===== config.mk =====
export PLATFORM = sky130hd
export DESIGN_NAME = llx_dma_chan
export DESIGN_NICKNAME = d
export VERILOG_FILES = /design/src/rtl/llx_pkg.sv /design/src/rtl/llx_node_store.sv /design/src/rtl/llx_trig_latch.sv /design/src/rtl/llx_seq.sv /design/src/rtl/llx_dma_chan.sv
export SDC_FILE = /design/constraint.sdc
export NUM_CORES = 1
export LEC_CHECK = 0
export CAP_MARGIN = 25
export CORE_MARGIN = 10
export CORE_UTILIZATION = 45
export DETAILED_ROUTE_END_ITERATION = 8
export DONT_BUFFER_PORTS = 1
export HOLD_SLACK_MARGIN = 0.08
export PLACE_DENSITY = 0.67
export SYNTH_ARGS = -nofsm -noshare
export SYNTH_HDL_FRONTEND = slang
export SYNTH_SLANG_ARGS = --single-unit

===== constraint.sdc =====
create_clock -name clk -period 4.95 [get_ports clk]
set_input_delay 0.99 -clock clk [delete_from_list [all_inputs] [get_ports clk]]
set_output_delay 0.99 -clock clk [all_outputs]
set_load 0.05 [all_outputs]

===== src/rtl/llx_pkg.sv =====
`timescale 1ns/1ps
package llx_pkg;
  typedef enum logic [2:0] {
    ST_IDLE,
    ST_WAIT,
    ST_FETCH,
    ST_CHECK,
    ST_COPY,
    ST_MASK
  } llx_state_e;

  localparam int unsigned NODE_WORDS = 6;
  localparam int unsigned F_SRC  = 0;
  localparam int unsigned F_DST  = 1;
  localparam int unsigned F_CNT  = 2;
  localparam int unsigned F_MADR = 3;
  localparam int unsigned F_MDAT = 4;
  localparam int unsigned F_NEXT = 5;
endpackage


===== src/rtl/llx_node_store.sv =====
`timescale 1ns/1ps
module llx_node_store #(
  parameter int unsigned DW = 32,
  parameter int unsigned NW = 6,
  localparam int unsigned IW = $clog2(NW)
) (
  input  logic                   clk,
  input  logic                   rst_n,
  input  logic                   cap_en_i,
  input  logic [IW-1:0]          cap_idx_i,
  input  logic [DW-1:0]          cap_data_i,
  output logic [NW-1:0][DW-1:0]  fields_o
);
  for (genvar i = 0; i < NW; i++) begin : g_word
    logic [DW-1:0] q;
    logic          en;
    always_comb en = cap_en_i && (cap_idx_i == IW'(i));
    always_ff @(posedge clk or negedge rst_n) begin
      if (!rst_n)  q <= '0;
      else if (en) q <= cap_data_i;
    end
    assign fields_o[i] = q;
  end
endmodule


===== src/rtl/llx_trig_latch.sv =====
`timescale 1ns/1ps
module llx_trig_latch (
  input  logic clk,
  input  logic rst_n,
  input  logic trig_i,
  input  logic armed_i,
  input  logic waiting_i,
  output logic pend_o
);
  logic pend_q, pend_d;

  always_comb begin
    if (!armed_i || waiting_i) pend_d = 1'b0;
    else                       pend_d = pend_q | trig_i;
  end

  always_ff @(posedge clk or negedge rst_n) begin
    if (!rst_n) pend_q <= 1'b0;
    else        pend_q <= pend_d;
  end

  assign pend_o = pend_q;

  assert_pend_disarmed_R9: assert property (@(posedge clk) disable iff (!rst_n)
    !armed_i |=> !pend_o);
  assert_pend_consumed_R7: assert property (@(posedge clk) disable iff (!rst_n)
    waiting_i |=> !pend_o);
endmodule


===== src/rtl/llx_seq.sv =====
`timescale 1ns/1ps
module llx_seq
  import llx_pkg::*;
#(
  parameter int unsigned DW = 32,
  parameter int unsigned NW = NODE_WORDS,
  localparam int unsigned IW = $clog2(NW)
) (
  input  logic                  clk,
  input  logic                  rst_n,
  input  logic                  start_i,
  input  logic [DW-1:0]         start_ptr_i,
  input  logic                  hw_mode_i,
  input  logic                  trig_i,
  input  logic                  pend_i,
  input  logic [NW-1:0][DW-1:0] fields_i,
  input  logic [DW-1:0]         mem_rdata_i,
  output logic                  mem_rd_o,
  output logic                  mem_wr_o,
  output logic [DW-1:0]         mem_addr_o,
  output logic [DW-1:0]         mem_wdata_o,
  output logic                  cap_en_o,
  output logic [IW-1:0]         cap_idx_o,
  output logic                  busy_o,
  output logic                  done_o,
  output logic                  err_o,
  output logic                  armed_o,
  output logic                  waiting_o
);
  llx_state_e    st_q, st_d;
  logic          phase_q, phase_d;
  logic [IW-1:0] widx_q, widx_d;
  logic [DW-1:0] node_q, node_d;
  logic [DW-1:0] src_q, src_d;
  logic [DW-1:0] dst_q, dst_d;
  logic [DW-1:0] rem_q, rem_d;
  logic          hw_q, hw_d;
  logic          done_q, done_d;
  logic          err_q, err_d;
  logic [DW-1:0] cnt_words;

  always_comb cnt_words = fields_i[F_CNT] >> 2;

  always_comb begin
    st_d = st_q; phase_d = phase_q; widx_d = widx_q; node_d = node_q;
    src_d = src_q; dst_d = dst_q; rem_d = rem_q; hw_d = hw_q;
    done_d = done_q; err_d = err_q;
    mem_rd_o = 1'b0; mem_wr_o = 1'b0; mem_addr_o = '0; mem_wdata_o = '0;
    cap_en_o = 1'b0;
    case (st_q)
      ST_IDLE: begin
        if (start_i) begin
          err_d = 1'b0;
          if (start_ptr_i == '0) begin
            done_d = 1'b1;
          end else begin
            done_d  = 1'b0;
            node_d  = start_ptr_i;
            hw_d    = hw_mode_i;
            widx_d  = '0;
            phase_d = 1'b0;
            st_d    = hw_mode_i ? ST_WAIT : ST_FETCH;
          end
        end
      end
      ST_WAIT: begin
        if (trig_i || pend_i) st_d = ST_FETCH;
      end
      ST_FETCH: begin
        if (!phase_q) begin
          mem_rd_o   = 1'b1;
          mem_addr_o = node_q + DW'({widx_q, 2'b00});
          phase_d    = 1'b1;
        end else begin
          cap_en_o = 1'b1;
          phase_d  = 1'b0;
          if (widx_q == IW'(NW - 1)) st_d = ST_CHECK;
          else                       widx_d = widx_q + 1'b1;
        end
      end
      ST_CHECK: begin
        if (cnt_words == '0) begin
          err_d = 1'b1;
          st_d  = ST_IDLE;
        end else begin
          src_d   = fields_i[F_SRC];
          dst_d   = fields_i[F_DST];
          rem_d   = cnt_words;
          phase_d = 1'b0;
          st_d    = ST_COPY;
        end
      end
      ST_COPY: begin
        if (!phase_q) begin
          mem_rd_o   = 1'b1;
          mem_addr_o = src_q;
          phase_d    = 1'b1;
        end else begin
          mem_wr_o    = 1'b1;
          mem_addr_o  = dst_q;
          mem_wdata_o = mem_rdata_i;
          src_d       = src_q + DW'(4);
          dst_d       = dst_q + DW'(4);
          rem_d       = rem_q - 1'b1;
          phase_d     = 1'b0;
          if (rem_q == DW'(1)) st_d = ST_MASK;
        end
      end
      ST_MASK: begin
        if (fields_i[F_MADR] != '0) begin
          mem_wr_o    = 1'b1;
          mem_addr_o  = fields_i[F_MADR];
          mem_wdata_o = fields_i[F_MDAT];
        end
        if (fields_i[F_NEXT] == '0) begin
          done_d = 1'b1;
          st_d   = ST_IDLE;
        end else begin
          node_d  = fields_i[F_NEXT];
          widx_d  = '0;
          phase_d = 1'b0;
          st_d    = hw_q ? ST_WAIT : ST_FETCH;
        end
      end
      default: st_d = ST_IDLE;
    endcase
  end

  always_ff @(posedge clk or negedge rst_n) begin
    if (!rst_n) begin
      st_q <= ST_IDLE; phase_q <= 1'b0; widx_q <= '0; node_q <= '0;
      src_q <= '0; dst_q <= '0; rem_q <= '0; hw_q <= 1'b0;
      done_q <= 1'b0; err_q <= 1'b0;
    end else begin
      st_q <= st_d; phase_q <= phase_d; widx_q <= widx_d; node_q <= node_d;
      src_q <= src_d; dst_q <= dst_d; rem_q <= rem_d; hw_q <= hw_d;
      done_q <= done_d; err_q <= err_d;
    end
  end

  assign cap_idx_o = widx_q;
  assign busy_o    = (st_q != ST_IDLE);
  assign done_o    = done_q;
  assign err_o     = err_q;
  assign armed_o   = hw_q && (st_q != ST_IDLE);
  assign waiting_o = (st_q == ST_WAIT);

  assert_rd_wr_excl_R11: assert property (@(posedge clk) disable iff (!rst_n)
    !(mem_rd_o && mem_wr_o));
  assert_done_idle_R4: assert property (@(posedge clk) disable iff (!rst_n)
    done_o |-> !busy_o);
  assert_err_done_excl_R8: assert property (@(posedge clk) disable iff (!rst_n)
    !(done_o && err_o));
  assert_err_stops_R8: assert property (@(posedge clk) disable iff (!rst_n)
    $rose(err_o) |-> !busy_o);
  assert_copy_after_read_R2: assert property (@(posedge clk) disable iff (!rst_n)
    (mem_wr_o && st_q == ST_COPY) |-> $past(mem_rd_o));
endmodule


===== src/rtl/llx_dma_chan.sv =====
`timescale 1ns/1ps
module llx_dma_chan
  import llx_pkg::*;
#(
  parameter int unsigned DW = 32
) (
  input  logic          clk,
  input  logic          rst_n,
  input  logic          start_i,
  input  logic [DW-1:0] start_ptr_i,
  input  logic          hw_mode_i,
  input  logic          trig_i,
  output logic          mem_rd_o,
  output logic          mem_wr_o,
  output logic [DW-1:0] mem_addr_o,
  output logic [DW-1:0] mem_wdata_o,
  input  logic [DW-1:0] mem_rdata_i,
  output logic          busy_o,
  output logic          done_o,
  output logic          err_o
);
  localparam int unsigned NW = NODE_WORDS;
  localparam int unsigned IW = $clog2(NW);

  logic                  cap_en;
  logic [IW-1:0]         cap_idx;
  logic [NW-1:0][DW-1:0] fields;
  logic                  pend, armed, waiting;

  llx_node_store #(.DW(DW), .NW(NW)) u_store (
    .clk(clk), .rst_n(rst_n), .cap_en_i(cap_en), .cap_idx_i(cap_idx),
    .cap_data_i(mem_rdata_i), .fields_o(fields)
  );

  llx_trig_latch u_trig (
    .clk(clk), .rst_n(rst_n), .trig_i(trig_i), .armed_i(armed),
    .waiting_i(waiting), .pend_o(pend)
  );

  llx_seq #(.DW(DW), .NW(NW)) u_seq (
    .clk(clk), .rst_n(rst_n), .start_i(start_i), .start_ptr_i(start_ptr_i),
    .hw_mode_i(hw_mode_i), .trig_i(trig_i), .pend_i(pend), .fields_i(fields),
    .mem_rdata_i(mem_rdata_i), .mem_rd_o(mem_rd_o), .mem_wr_o(mem_wr_o),
    .mem_addr_o(mem_addr_o), .mem_wdata_o(mem_wdata_o), .cap_en_o(cap_en),
    .cap_idx_o(cap_idx), .busy_o(busy_o), .done_o(done_o), .err_o(err_o),
    .armed_o(armed), .waiting_o(waiting)
  );
endmodule


==> results.json <==
{
  "cts_setup_buffers": 0,
  "timing.fmax_mhz": 224,
  "gp_congestion": 0.940,
  "maxCapViolations": 0,
  "pwr-share-seq": 0.383,
  "endpoint_kind": "primary output",
  "finClkSkew_ns": 0.0193,
  "wl_per_cell_um": 23.7,
  "cts-root-buf": "clkbuf_16",
  "setup_slack_ns": 0.489,
  "io_pins": 138,
  "path_buf_inv": 2,
  "gr-total-overflow": 0,
  "syn_area_sq_um": 17600,
  "finalSetupViolCount": 0,
  "power_frac_comb": 0.390,
  "fin_util": 0.511,
  "yosys.area.top_type_share": 0.468,
  "clk_pin_slew_ns": 0.06,
  "worst_slew_pin_slew_ns": 1.08,
  "rows": 72,
  "synthCells": 1708,
  "area_growth_pct": 12.3,
  "htreeDepth": 2,
  "core-area_sq_um": 38600,
  "num_antenna_cells": 0,
  "crit_chain": "nand2_1, nor2_2, buf_4, o21a_2, buf_4, o2bb2ai_1, a21o_1",
  "yosysSeqAreaShare": 0.468,
  "clock-sinks": 329,
  "intPower_mw": 8.28,
  "crit_path_frequent_cell": "buf_4",
  "final_cell_mix": "dfrtp_1 (328), mux2_2 (228), nand2_1 (169)",
  "worstSkewPairLatency_ns": 0.53,
  "synth-main-ff-cell": "dfrtp_1",
  "grt_pass1_vias": 14100,
  "nets": 1770,
  "critPathTopFamily": "compound AO/OA/AOI/OAI gates",
  "cp_slowest_cell": "dfrtp_1",
  "p_clk_frac": 0.227,
  "io_buffers": 0,
  "cts_buffer_depth": 3,
  "min_period_ns": 4.46,
  "num_vias": 14300,
  "cts_tree": "yes",
  "ys_seq_elements": 329,
  "synthArstFlopShare": 1.00,
  "hpwlAfterDp_um": 36100,
  "routed_wl_um": 53000,
  "synth_nets": 1790,
  "total_power_mw": 13.7,
  "period_share": 0.901,
  "drt_first_pass_iters": 5,
  "post_drt_via_cell_ratio": 6.41,
  "p_sw_mw": 5.38,
  "die_w_um": 218,
  "sw_frac_of_total": 0.394,
  "route.detailed.drc": 0,
  "cp-start-kind": "flip-flop",
  "track_usage": 0.218,
  "synthDistinctLibCells": 74,
  "worstPathMaxFanout": 40,
  "instances_no_fill": 2233,
  "ys_warn_count": 0,
  "required_ns": 3.96,
  "die_h_um": 218,
  "grt_max_degree": 330,
  "rsz0062_at_grt": "false",
  "cts_hold_buf": 0,
  "synthTopCellsByArea": "dfrtp_1 (47%), mux2_2 (15%), nand2_1 (3.6%), a21oi_1 (2.7%), nor2_1 (2.5%)",
  "pre_cts_ws_ns": 1.10,
  "yosys.area.top_type": "dfrtp_1",
  "irDropWorstVdd_mv": 0.452,
  "p_per_area_nw_per_um2": 692,
  "relSlewSlack": 0.279,
  "hold_viol_final": 0,
  "grt_pass1_wl_um": 82800,
  "drt_iter0_drc": 1603,
  "layout_commonest_cell": "dfrtp_1",
  "antenna_found_initial": 1,
  "status": "complete, no violations",
  "slew_viol_final": 0,
  "cts_buffers": 37,
  "start_util": 0.455,
  "path_class": "reg2out",
  "place_inst": 2167,
  "syn_area_per_cell_sq_um": 10.3,
  "holdCritPathClass": "in2async",
  "worst_ep_arrival_time_ns": 3.47,
  "ant_nets": 0,
  "drive_gt1_frac": 0.221,
  "die_area_sq_um": 47400,
  "fillers": 3439,
  "leakage_nw": 8.35,
  "setup-tns-final_ns": 0,
  "cts-resized-gates": 0,
  "synth_edf_count": 0,
  "worst_path_largest_cell_delay_ns": 0.61
}
==> stage by stage <==
stage          cell area (sq um)  hold slack, ns
3_3_place_gp               18300           0.481
2_1_floorplan              17600           0.474
5_1_grt                    19700           0.138
6_report                   19700           0.159
4_1_cts                    19700           0.164
3_5_place_dp               18400           0.490
==> flip-flops by register name, summed over array words and instances, names as in the netlist <==
signal	count
u_seq.node_q	32
u_seq.err_o	1
u_seq.dst_q	32
u_seq.phase_q	1
u_seq.src_q	32
u_seq.rem_q	32
u_seq.done_o	1
u_store.g_word.q	190
u_seq.st_q	3
u_trig.pend_o	1
u_seq.hw_q	1
u_seq.cap_idx_o	3
==> worst paths after layout <==
check	startpoint	to	slack, ns	cells after the start
worst max-delay path	u_seq.st_q[2]$_DFFE_PN0P_	mem_addr_o[25]	0.49	7
max in group asynchronous	rst_n	u_seq.src_q[27]$_DFFE_PN0P_	4.29	0
worst min register to register	u_store.g_word[0].q[0]$_DFFE_PN0P_	u_store.g_word[0].q[0]$_DFFE_PN0P_	0.50	1
worst max register to register	u_seq.st_q[1]$_DFFE_PN0P_	u_seq.node_q[0]$_DFFE_PN0P_	1.84	5
worst min-delay path	rst_n	u_seq.rem_q[0]$_DFFE_PN0P_	0.16	0
min in group clk	u_store.g_word[0].q[0]$_DFFE_PN0P_	u_store.g_word[0].q[0]$_DFFE_PN0P_	0.50	1
==> final cells by class <==
type | instances | area [sq um] | share of cell area
clock buffers | 51 | 1080 | 0.0548
well taps | 518 | 648 | 0.0328
repair buffers | 68 | 622 | 0.0315
multi-input cells | 1235 | 8800 | 0.446
flip-flops and latches | 329 | 8230 | 0.417
clock inverters | 15 | 297 | 0.0150
inverters | 17 | 63.8 | 0.00323
==> power by group through the flow <==
stage                     clock [mW]  sequential [mW]  combinational (mW)
after floorplan                    0             4.70                4.20
after global placement             0             5.16                5.11
after detailed placement           0             5.22                5.28
after CTS                       3.14             5.18                5.31
after global routing            3.23             5.39                5.77
final                           3.10             5.23                5.33
==> per-layer routing <==
metal  GRT usage  share of wire  up-vias
li1            -              -     6386
met1       0.286           0.42     7233
met2       0.350           0.47      592
met3      0.0467          0.077      102
met4      0.0743          0.032        0
met5           0              0        -
==> kinds of logic after synthesis <==
logic type               count (synthesis)  synth area share
AO/OA/AOI/OAI                          410             0.166
XOR/XNOR                                23            0.0115
adder cells (fa/ha/maj)                 13           0.00968
buffers and inverters                  144            0.0338
flip-flops                             329             0.468
multiplexers                           261             0.165
AND/OR/NAND/NOR                        528             0.146
==> cells in the mapped netlist, types with 12 or more instances <==
master	number
a21oi_1	96
a22o_1	34
a22oi_1	32
a31oi_1	46
a41oi_1	13
and2_1	14
and3_1	24
buf_1	26
buf_2	21
clkbuf_1	77
dfrtp_1	329
ha_1	12
inv_1	17
mux2_2	228
mux2i_1	33
nand2_1	170
nand3_1	58
nand4_1	33
nor2_1	116
nor3_1	24
nor4_1	44
o211ai_1	21
o21ai_0	31
o221ai_1	15
o22a_1	45
o22ai_1	15
o2bb2a_1	12
xor2_1	12
Note: power is estimated with default switching activity, not from simulation.
